===== src/rtl/sflag_pkg.sv =====
package sflag_pkg;

    typedef enum logic [2:0] {
        OP_NONE  = 3'd0,
        OP_ADD   = 3'd1,
        OP_SUB   = 3'd2,
        OP_LOGIC = 3'd3,
        OP_ROTC  = 3'd4
    } alu_op_e;

    // Arithmetic flags, most significant first: overflow, zero, half-carry, carry
    typedef struct packed {
        logic ov;
        logic z;
        logic ac;
        logic c;
    } arith_t;

    // Full six-bit register image: time-out at bit 5 down to carry at bit 0
    typedef struct packed {
        logic   to;
        logic   pd;
        arith_t ar;
    } status_t;

    localparam int REG_W = 8;

endpackage


===== src/rtl/sflag_arith.sv =====
module sflag_arith
    import sflag_pkg::*;
#(
    parameter int DATA_W = 8
) (
    input  alu_op_e             op,
    input  logic [DATA_W-1:0]   a,
    input  logic [DATA_W-1:0]   b,
    input  logic [DATA_W-1:0]   res,
    input  logic                rot_bit,
    input  arith_t              cur,
    output arith_t              nxt
);

    localparam int MSB = DATA_W - 1;
    localparam int NIB = 4;

    logic [DATA_W-1:0] b_eff;
    logic [DATA_W-1:0] carry_in_v;
    logic              msb_cout;
    logic              carry_unused;

    // For subtraction the adder sees the inverted subtrahend; its carries are no-borrow signals.
    assign b_eff        = (op == OP_SUB) ? ~b : b;
    assign carry_in_v   = a ^ b_eff ^ res;
    assign msb_cout     = (a[MSB] & b_eff[MSB]) | (carry_in_v[MSB] & (a[MSB] ^ b_eff[MSB]));
    assign carry_unused = ^carry_in_v;

    always_comb begin
        nxt = cur;
        unique case (op)
            OP_ADD, OP_SUB: begin
                nxt.c  = msb_cout;
                nxt.ac = carry_in_v[NIB];
                nxt.z  = (res == '0);
                nxt.ov = carry_in_v[MSB] ^ msb_cout;
            end
            OP_LOGIC: begin
                nxt.z  = (res == '0);
            end
            OP_ROTC: begin
                nxt.c  = rot_bit;
            end
            default: begin
                nxt = cur;
            end
        endcase
    end

endmodule


===== src/rtl/sflag_power.sv =====
module sflag_power (
    input  logic pd_q,
    input  logic to_q,
    input  logic clr_wdt,
    input  logic halt,
    input  logic wdt_tmo,
    output logic pd_d,
    output logic to_d
);

    always_comb begin
        pd_d = pd_q;
        if (halt) begin
            pd_d = 1'b1;
        end else if (clr_wdt) begin
            pd_d = 1'b0;
        end

        to_d = to_q;
        if (wdt_tmo) begin
            to_d = 1'b1;
        end else if (clr_wdt || halt) begin
            to_d = 1'b0;
        end
    end

endmodule


===== src/rtl/status_flag_reg.sv =====
module status_flag_reg
    import sflag_pkg::*;
#(
    parameter int                DATA_W    = 8,
    parameter int                ADDR_W    = 7,
    parameter logic [ADDR_W-1:0] STAT_ADDR = 7'h0A
) (
    input  logic                clk,
    input  logic                rst_n,
    input  logic [2:0]          alu_op,
    input  logic [DATA_W-1:0]   alu_a,
    input  logic [DATA_W-1:0]   alu_b,
    input  logic [DATA_W-1:0]   alu_res,
    input  logic                rot_bit,
    input  logic                wr_en,
    input  logic [ADDR_W-1:0]   wr_addr,
    input  logic [REG_W-1:0]    wr_data,
    input  logic                clr_wdt,
    input  logic                halt,
    input  logic                wdt_tmo,
    input  logic [ADDR_W-1:0]   rd_addr,
    output logic [REG_W-1:0]    rd_data,
    output logic [REG_W-1:0]    flags_o
);

    localparam int ST_W  = $bits(status_t);
    localparam int PAD_W = REG_W - ST_W;

    status_t st_d;
    status_t st_q;
    arith_t  ar_alu;
    logic    pd_evt;
    logic    to_evt;
    logic    wr_hit;
    logic [REG_W-1:0] wr_unused;

    assign wr_hit    = wr_en && (wr_addr == STAT_ADDR);
    assign wr_unused = wr_data;

    sflag_arith #(
        .DATA_W (DATA_W)
    ) u_arith (
        .op      (alu_op_e'(alu_op)),
        .a       (alu_a),
        .b       (alu_b),
        .res     (alu_res),
        .rot_bit (rot_bit),
        .cur     (st_q.ar),
        .nxt     (ar_alu)
    );

    sflag_power u_power (
        .pd_q    (st_q.pd),
        .to_q    (st_q.to),
        .clr_wdt (clr_wdt),
        .halt    (halt),
        .wdt_tmo (wdt_tmo),
        .pd_d    (pd_evt),
        .to_d    (to_evt)
    );

    always_comb begin
        st_d    = st_q;
        st_d.ar = wr_hit ? arith_t'(wr_data[$bits(arith_t)-1:0]) : ar_alu;
        st_d.pd = pd_evt;
        st_d.to = to_evt;
    end

    always_ff @(posedge clk or negedge rst_n) begin
        if (!rst_n) begin
            st_q <= '0;
        end else begin
            st_q <= st_d;
        end
    end

    assign flags_o = {{PAD_W{1'b0}}, st_q};
    assign rd_data = (rd_addr == STAT_ADDR) ? flags_o : '0;

endmodule


===== config.mk =====
export PLATFORM = sky130hd
export DESIGN_NAME = status_flag_reg
export DESIGN_NICKNAME = d
export VERILOG_FILES = /design/src/rtl/sflag_pkg.sv /design/src/rtl/sflag_arith.sv /design/src/rtl/sflag_power.sv /design/src/rtl/status_flag_reg.sv
export SDC_FILE = /design/constraint.sdc
export NUM_CORES = 1
export LEC_CHECK = 0
export ABC_AREA = 1
export BUFFER_PORTS_ARGS = -buffer_cell sky130_fd_sc_hd__buf_2
export CAP_MARGIN = 40
export CORE_UTILIZATION = 35
export CTS_CLUSTER_SIZE = 24
export DETAILED_ROUTE_END_ITERATION = 10
export PLACE_DENSITY = 0.84
export SLEW_MARGIN = 10
export SYNTH_ARGS = -nofsm -noshare
export SYNTH_HDL_FRONTEND = slang
export SYNTH_SLANG_ARGS = --single-unit

===== constraint.sdc =====
create_clock -name clk -period 1.75 [get_ports clk]
set_clock_uncertainty 0.05 [all_clocks]
set_input_delay 0.0875 -clock clk [delete_from_list [all_inputs] [get_ports clk]]
set_output_delay 0.0875 -clock clk [all_outputs]
set_load 0.01 [all_outputs]

* After elaboration in Yosys (flattened, before gate mapping)
Cells that the tools add are included.
Widths: inputs -> output; s select.
** Word-level totals
- Bits in registers :: 6
- Word-level logic and storage cells :: 41
- Output and inout bits :: 16
- Input port bits :: 56
** Operators by class
- Reduce and logical (&&, ||, !) cells :: 10
- Bitwise logic cells :: 8
- Multiplexer cells :: 11
- Equality and inequality tests :: 6
** Operators by type and width (number)
- $xor 8x8->8 :: 2
- $eq 7x4->1 const B :: 2
- $logic_not 8->1 :: 1
- $mux 8 :: 1
- $not 8->8 :: 1
- $reduce_bool 2->1 :: 4
- $mux 1 :: 7
- $eq 3x2->1 const B :: 2
- $mux 6 :: 1
- $mux 4 :: 1
- $eq 3x1->1 const B :: 1
- $eq 3x3->1 const B :: 1
- $reduce_bool 3->1 :: 1
- $reduce_or 3->1 :: 1
- $and 1x1->1 :: 2
- $pmux 1 s2 :: 1
- $reduce_or 2->1 :: 1
- $xor 1x1->1 :: 2
- $logic_and 1x1->1 :: 1
- $logic_or 1x1->1 :: 1
- $or 1x1->1 :: 1

* Logic depth before layout (Yosys ltp)
- Word-level depth :: 9
- Gate-level depth with buffers :: 9
- Mapped depth without buffers :: 9

* Modules after synthesis
Synthesis repeated with hierarchy kept, for this count alone.
** Second synthesis, totals
- Cell total of the unflattened synthesis :: 88
- Area, all modules :: 654.4 um^2
** Modules (own cells, without submodules)
- status_flag_reg :: area each 417.9 um^2, seq. area each 150.1 um^2, cells an instance 45, times used 1
- sflag_arith :: area each 210.2 um^2, seq. area each 0.0 um^2, cells an instance 37, times used 1
- sflag_power :: area each 26.3 um^2, seq. area each 0.0 um^2, cells an instance 6, times used 1

* Worst setup path before layout
Ideal clock, no wire load.
- Path type :: input to register
- From :: input alu_op[2]
- To :: register st_q (netlist bit flags_o[3])
- Library setup time :: 0.117 ns
- Setup slack :: 0.327 ns
- Path buffers :: 0
- Cell stages on the path :: 9
- Data arrival time :: 1.257 ns
- Cells stage by stage :: nor2_1 -> nand2_1 -> xnor2_1 -> fa_1 -> xnor2_1 -> nand2_1 -> nand2_1 -> nand2_1 -> nand2_1
** Between the ends
- Cells in the longest elaborated chain, start to end :: 9
** Ends and longest elaborated chain
- from (decl) :: RTL line status_flag_reg.sv:10 : input logic [2:0] alu_op,
- $eq 3x2->1 :: RTL line sflag_arith.sv:24, sflag_arith.sv:31
- $mux 8 :: RTL line sflag_arith.sv:24 : assign b_eff = (op == OP_SUB) ? ~b : b;
- $xor 8x8->8 (2 in a row) :: RTL line sflag_arith.sv:25 : assign carry_in_v = a ^ b_eff ^ res;
- $and 1x1->1 :: RTL line sflag_arith.sv:26 : assign msb_cout = (a[MSB] & b_eff[MSB]) | (carry_in_v[MSB] & (a[MSB] ^ b_eff[MSB]));
- $or 1x1->1 :: RTL line sflag_arith.sv:26
- $xor 1x1->1 :: RTL line sflag_arith.sv:36 : nxt.ov = carry_in_v[MSB] ^ msb_cout;
- $mux 1 :: RTL line sflag_arith.sv:31 : unique case (op)
- $mux 4 :: RTL line status_flag_reg.sv:64 : st_d.ar = wr_hit ? arith_t'(wr_data[$bits(arith_t)-1:0]) : ar_alu;
- to (signal assigned) :: RTL line status_flag_reg.sv:73 : st_q <= st_d;
- to (decl) :: RTL line status_flag_reg.sv:30 : status_t st_q;
Parallel ways exist; a longest one is shown, timed or not. The select of a mux whose other input is x is not followed.
A chain may end at the register's enable or synchronous reset.

* Worst setup path after layout
Same ends and word-level chain as after synthesis.

==> flow_metrics.env <==
export IMPL_min_path_cells=2
export IMPL_area_delta_synth_final_pct=47.7
export IMPL_startpoint_type="primary input"
export IMPL_dr_wl_met3_um=111
export IMPL_cts_sinks=6
export IMPL_reg2reg_slack_ns=0.82
export IMPL_endpoint="flags_o[3]"
export IMPL_n_fill_cell=159
export IMPL_rsz0062_at_grt="false"
export IMPL_num_io_pins=72
export IMPL_outcome="complete, but fails checks"
export IMPL_r2r_end="flags_o[5]"
export IMPL_final_cell_mix="51 x buf_2, 28 x nand2_1, 20 x inv_1"
export IMPL_grt_pass1_vias=747
export IMPL_vias=828
export IMPL_gr_total_overflow=0
export IMPL_min_period_ns=1.41
export IMPL_post_cts_setup_buffers=0
export IMPL_ys_seq_area_share_pct=24.3
export IMPL_layout_drive_gt1_share_pct=37.1
export IMPL_crit_required_ns=1.84
export IMPL_synth_cell_types=19
export IMPL_numCtsBuffers=3
export IMPL_regToRegStartpoint="flags_o[5]"
export IMPL_cts_tree="yes"
export IMPL_ant_nets=0
export IMPL_core_area_mm2=0.00158
export IMPL_netlist_instances=105
export IMPL_cp_end_kind="flop"
export IMPL_dpl_hpwl_mm=1.37
export IMPL_grt_pass1_wl_mm=2.70
export IMPL_post_drt_wl_per_cell_um=9.13
export IMPL_violations="design-rule violations"
export IMPL_grt_max_degree=9
export IMPL_final_common_cell="buf_2"
export IMPL_clkTransAtPathRegs_ns=0.05
export IMPL_final_area_um2=911
export IMPL_hold_viol=0
export IMPL_cts_buffer_depth=2
export IMPL_min_period_over_period_pct=80.8
export IMPL_grtUsageTotal_pct=18.7
export IMPL_p_per_area_mw_per_mm2=524
export IMPL_hold_class="primary input to flop"
export IMPL_h_tree_depth=1
export IMPL_cp_max_fo=5
export IMPL_max_cap_violations=0
export IMPL_initial_core_util_pct=39.1
export IMPL_port_buffers=51
export IMPL_post_dp_cell_area_um2=858
export IMPL_dr_pass1_iters=7
export IMPL_antenna_found_initial=0
export IMPL_routabilityCongestion=0.783
export IMPL_postCtsResizedCells=0
export IMPL_crit_arrival_ns=1.50
export IMPL_die_area_mm2=0.00193
export IMPL_netlist_area_um2=617
export IMPL_ys_ff_latch=6
export IMPL_finalSetupTns_ns=0
export IMPL_cts_hold_buf=3
export IMPL_crit_start="alu_op[2]"
export IMPL_root_buffer="clkbuf_4"
export IMPL_leakage_nw=0.590
export IMPL_syn_avg_cell_area_um2=5.87
export IMPL_fin_nets=218
export IMPL_yosysWarnings=0
export IMPL_worstHoldStart="halt"
export IMPL_r2r_worst_path_cells=3
export IMPL_largest_reg_flops=6
export IMPL_max_freq_mhz=707
export IMPL_die_w_um=44.0
export IMPL_drc=6
export IMPL_met2_length_um=844
export IMPL_die_h_um=44.0
export IMPL_dr_max_layer_used="met4"
export IMPL_slew_violations=0
export IMPL_met1_length_um=619
export IMPL_viasPerCell=4.73
export IMPL_finalSetupViolCount=0
export IMPL_diodes=0
export IMPL_crit_type="primary input to flop"
export IMPL_drt_iter0_markers=19
export IMPL_rows=14
export IMPL_wl_mm=1.60
export IMPL_insertion_delay_ns=0.24
export IMPL_ir_drop_v=0.000190
[power breakdown]
| part | switching [mW] | total, mW | internal [mW] |
|---|---|---|---|
| registers | 0.0146 | 0.172 | 0.158 |
| logic | 0.0892 | 0.175 | 0.0860 |
| clock network | 0.0518 | 0.130 | 0.0777 |
[synthesized netlist by cell type]
cell / n / share of area [%]
inv_1: 20 / 12
nor3_1: 2 / 1.6
nor2_1: 16 / 9.7
nand3_1: 10 / 8.1
nand2_2: 1 / 1.0
o21bai_1: 1 / 1.2
inv_2: 1 / 0.61
dfrtp_1: 6 / 24
or2_2: 1 / 1.0
nand3b_1: 2 / 2.4
a21oi_1: 2 / 1.6
fa_1: 1 / 3.2
buf_4: 6 / 7.3
or2_0: 1 / 1.0
xnor2_1: 2 / 2.8
nor2_2: 2 / 2.0
conb_1: 1 / 0.61
nand2_1: 28 / 17
nand4_1: 2 / 2.0
[per-stage QoR]
| stage | utilization (%) | power, mW | cells | worst slack (ns) | hold WS (ns) |
|---|---|---|---|---|---|
| final | 57.8 | 0.477 | 175 | 0.336 | 0.00775 |
| after global routing | 57.8 | 0.521 | 175 | 0.181 | 0.0207 |
| after CTS | 57.8 | 0.483 | 175 | 0.343 | 0.00697 |
| after detailed placement | 54.4 | 0.345 | 169 | 0.0847 | -0.134 |
| after global placement | 54.4 | 0.336 | 169 | 0.139 | -0.137 |
| after floorplan | - | 0.272 | 108 | 0.327 | -0.258 |
[area by class of cell]
| class | instances | area [µm²] | share of cell area [%] |
|---|---|---|---|
| flip-flops and latches | 6 | 150 | 16.5 |
| multi-input cells | 75 | 354 | 38.9 |
| repair buffers | 54 | 285 | 31.3 |
| well taps | 16 | 20.0 | 2.20 |
| inverters | 21 | 78.8 | 8.65 |
| clock buffers | 3 | 22.5 | 2.47 |
[cells by family after synthesis]
logic type | count (synthesis) | synth area share, %
adder cells (fa/ha/maj) | 1 | 3.25
flip-flops | 6 | 24.3
other | 1 | 0.608
AND/OR/NAND/NOR | 65 | 46.0
AO/OA/AOI/OAI | 3 | 2.84
buffers and inverters | 27 | 20.1
XOR/XNOR | 2 | 2.84
[per-layer routing]
layer | GRT usage, % | vias up
li1 | - | 418
met4 | 7.27 | 0
met5 | 0 | -
met1 | 17.0 | 370
met3 | 5.00 | 3
met2 | 38.2 | 37
[worst min-delay path by stage]
stage / to / slack [ns]
5_1_grt: flags_o[4] / 0.02
3_5_place_dp: flags_o[2] / -0.13
2_1_floorplan: flags_o[0] / -0.26
4_1_cts: flags_o[4] / 0.007
3_3_place_gp: flags_o[2] / -0.14
6_report: flags_o[4] / 0.008
[critical path, cell delays in order]
cell	delay, ns
buf_2	0.13
nor2_1	0.17
nand2_1	0.13
xnor2_1	0.19
fa_1	0.45
xnor2_1	0.13
nand2_1	0.06
nand2_1	0.05
nand2_1	0.05
nand2_1	0.04
No activity file was read; power rests on OpenSTA's default activity.
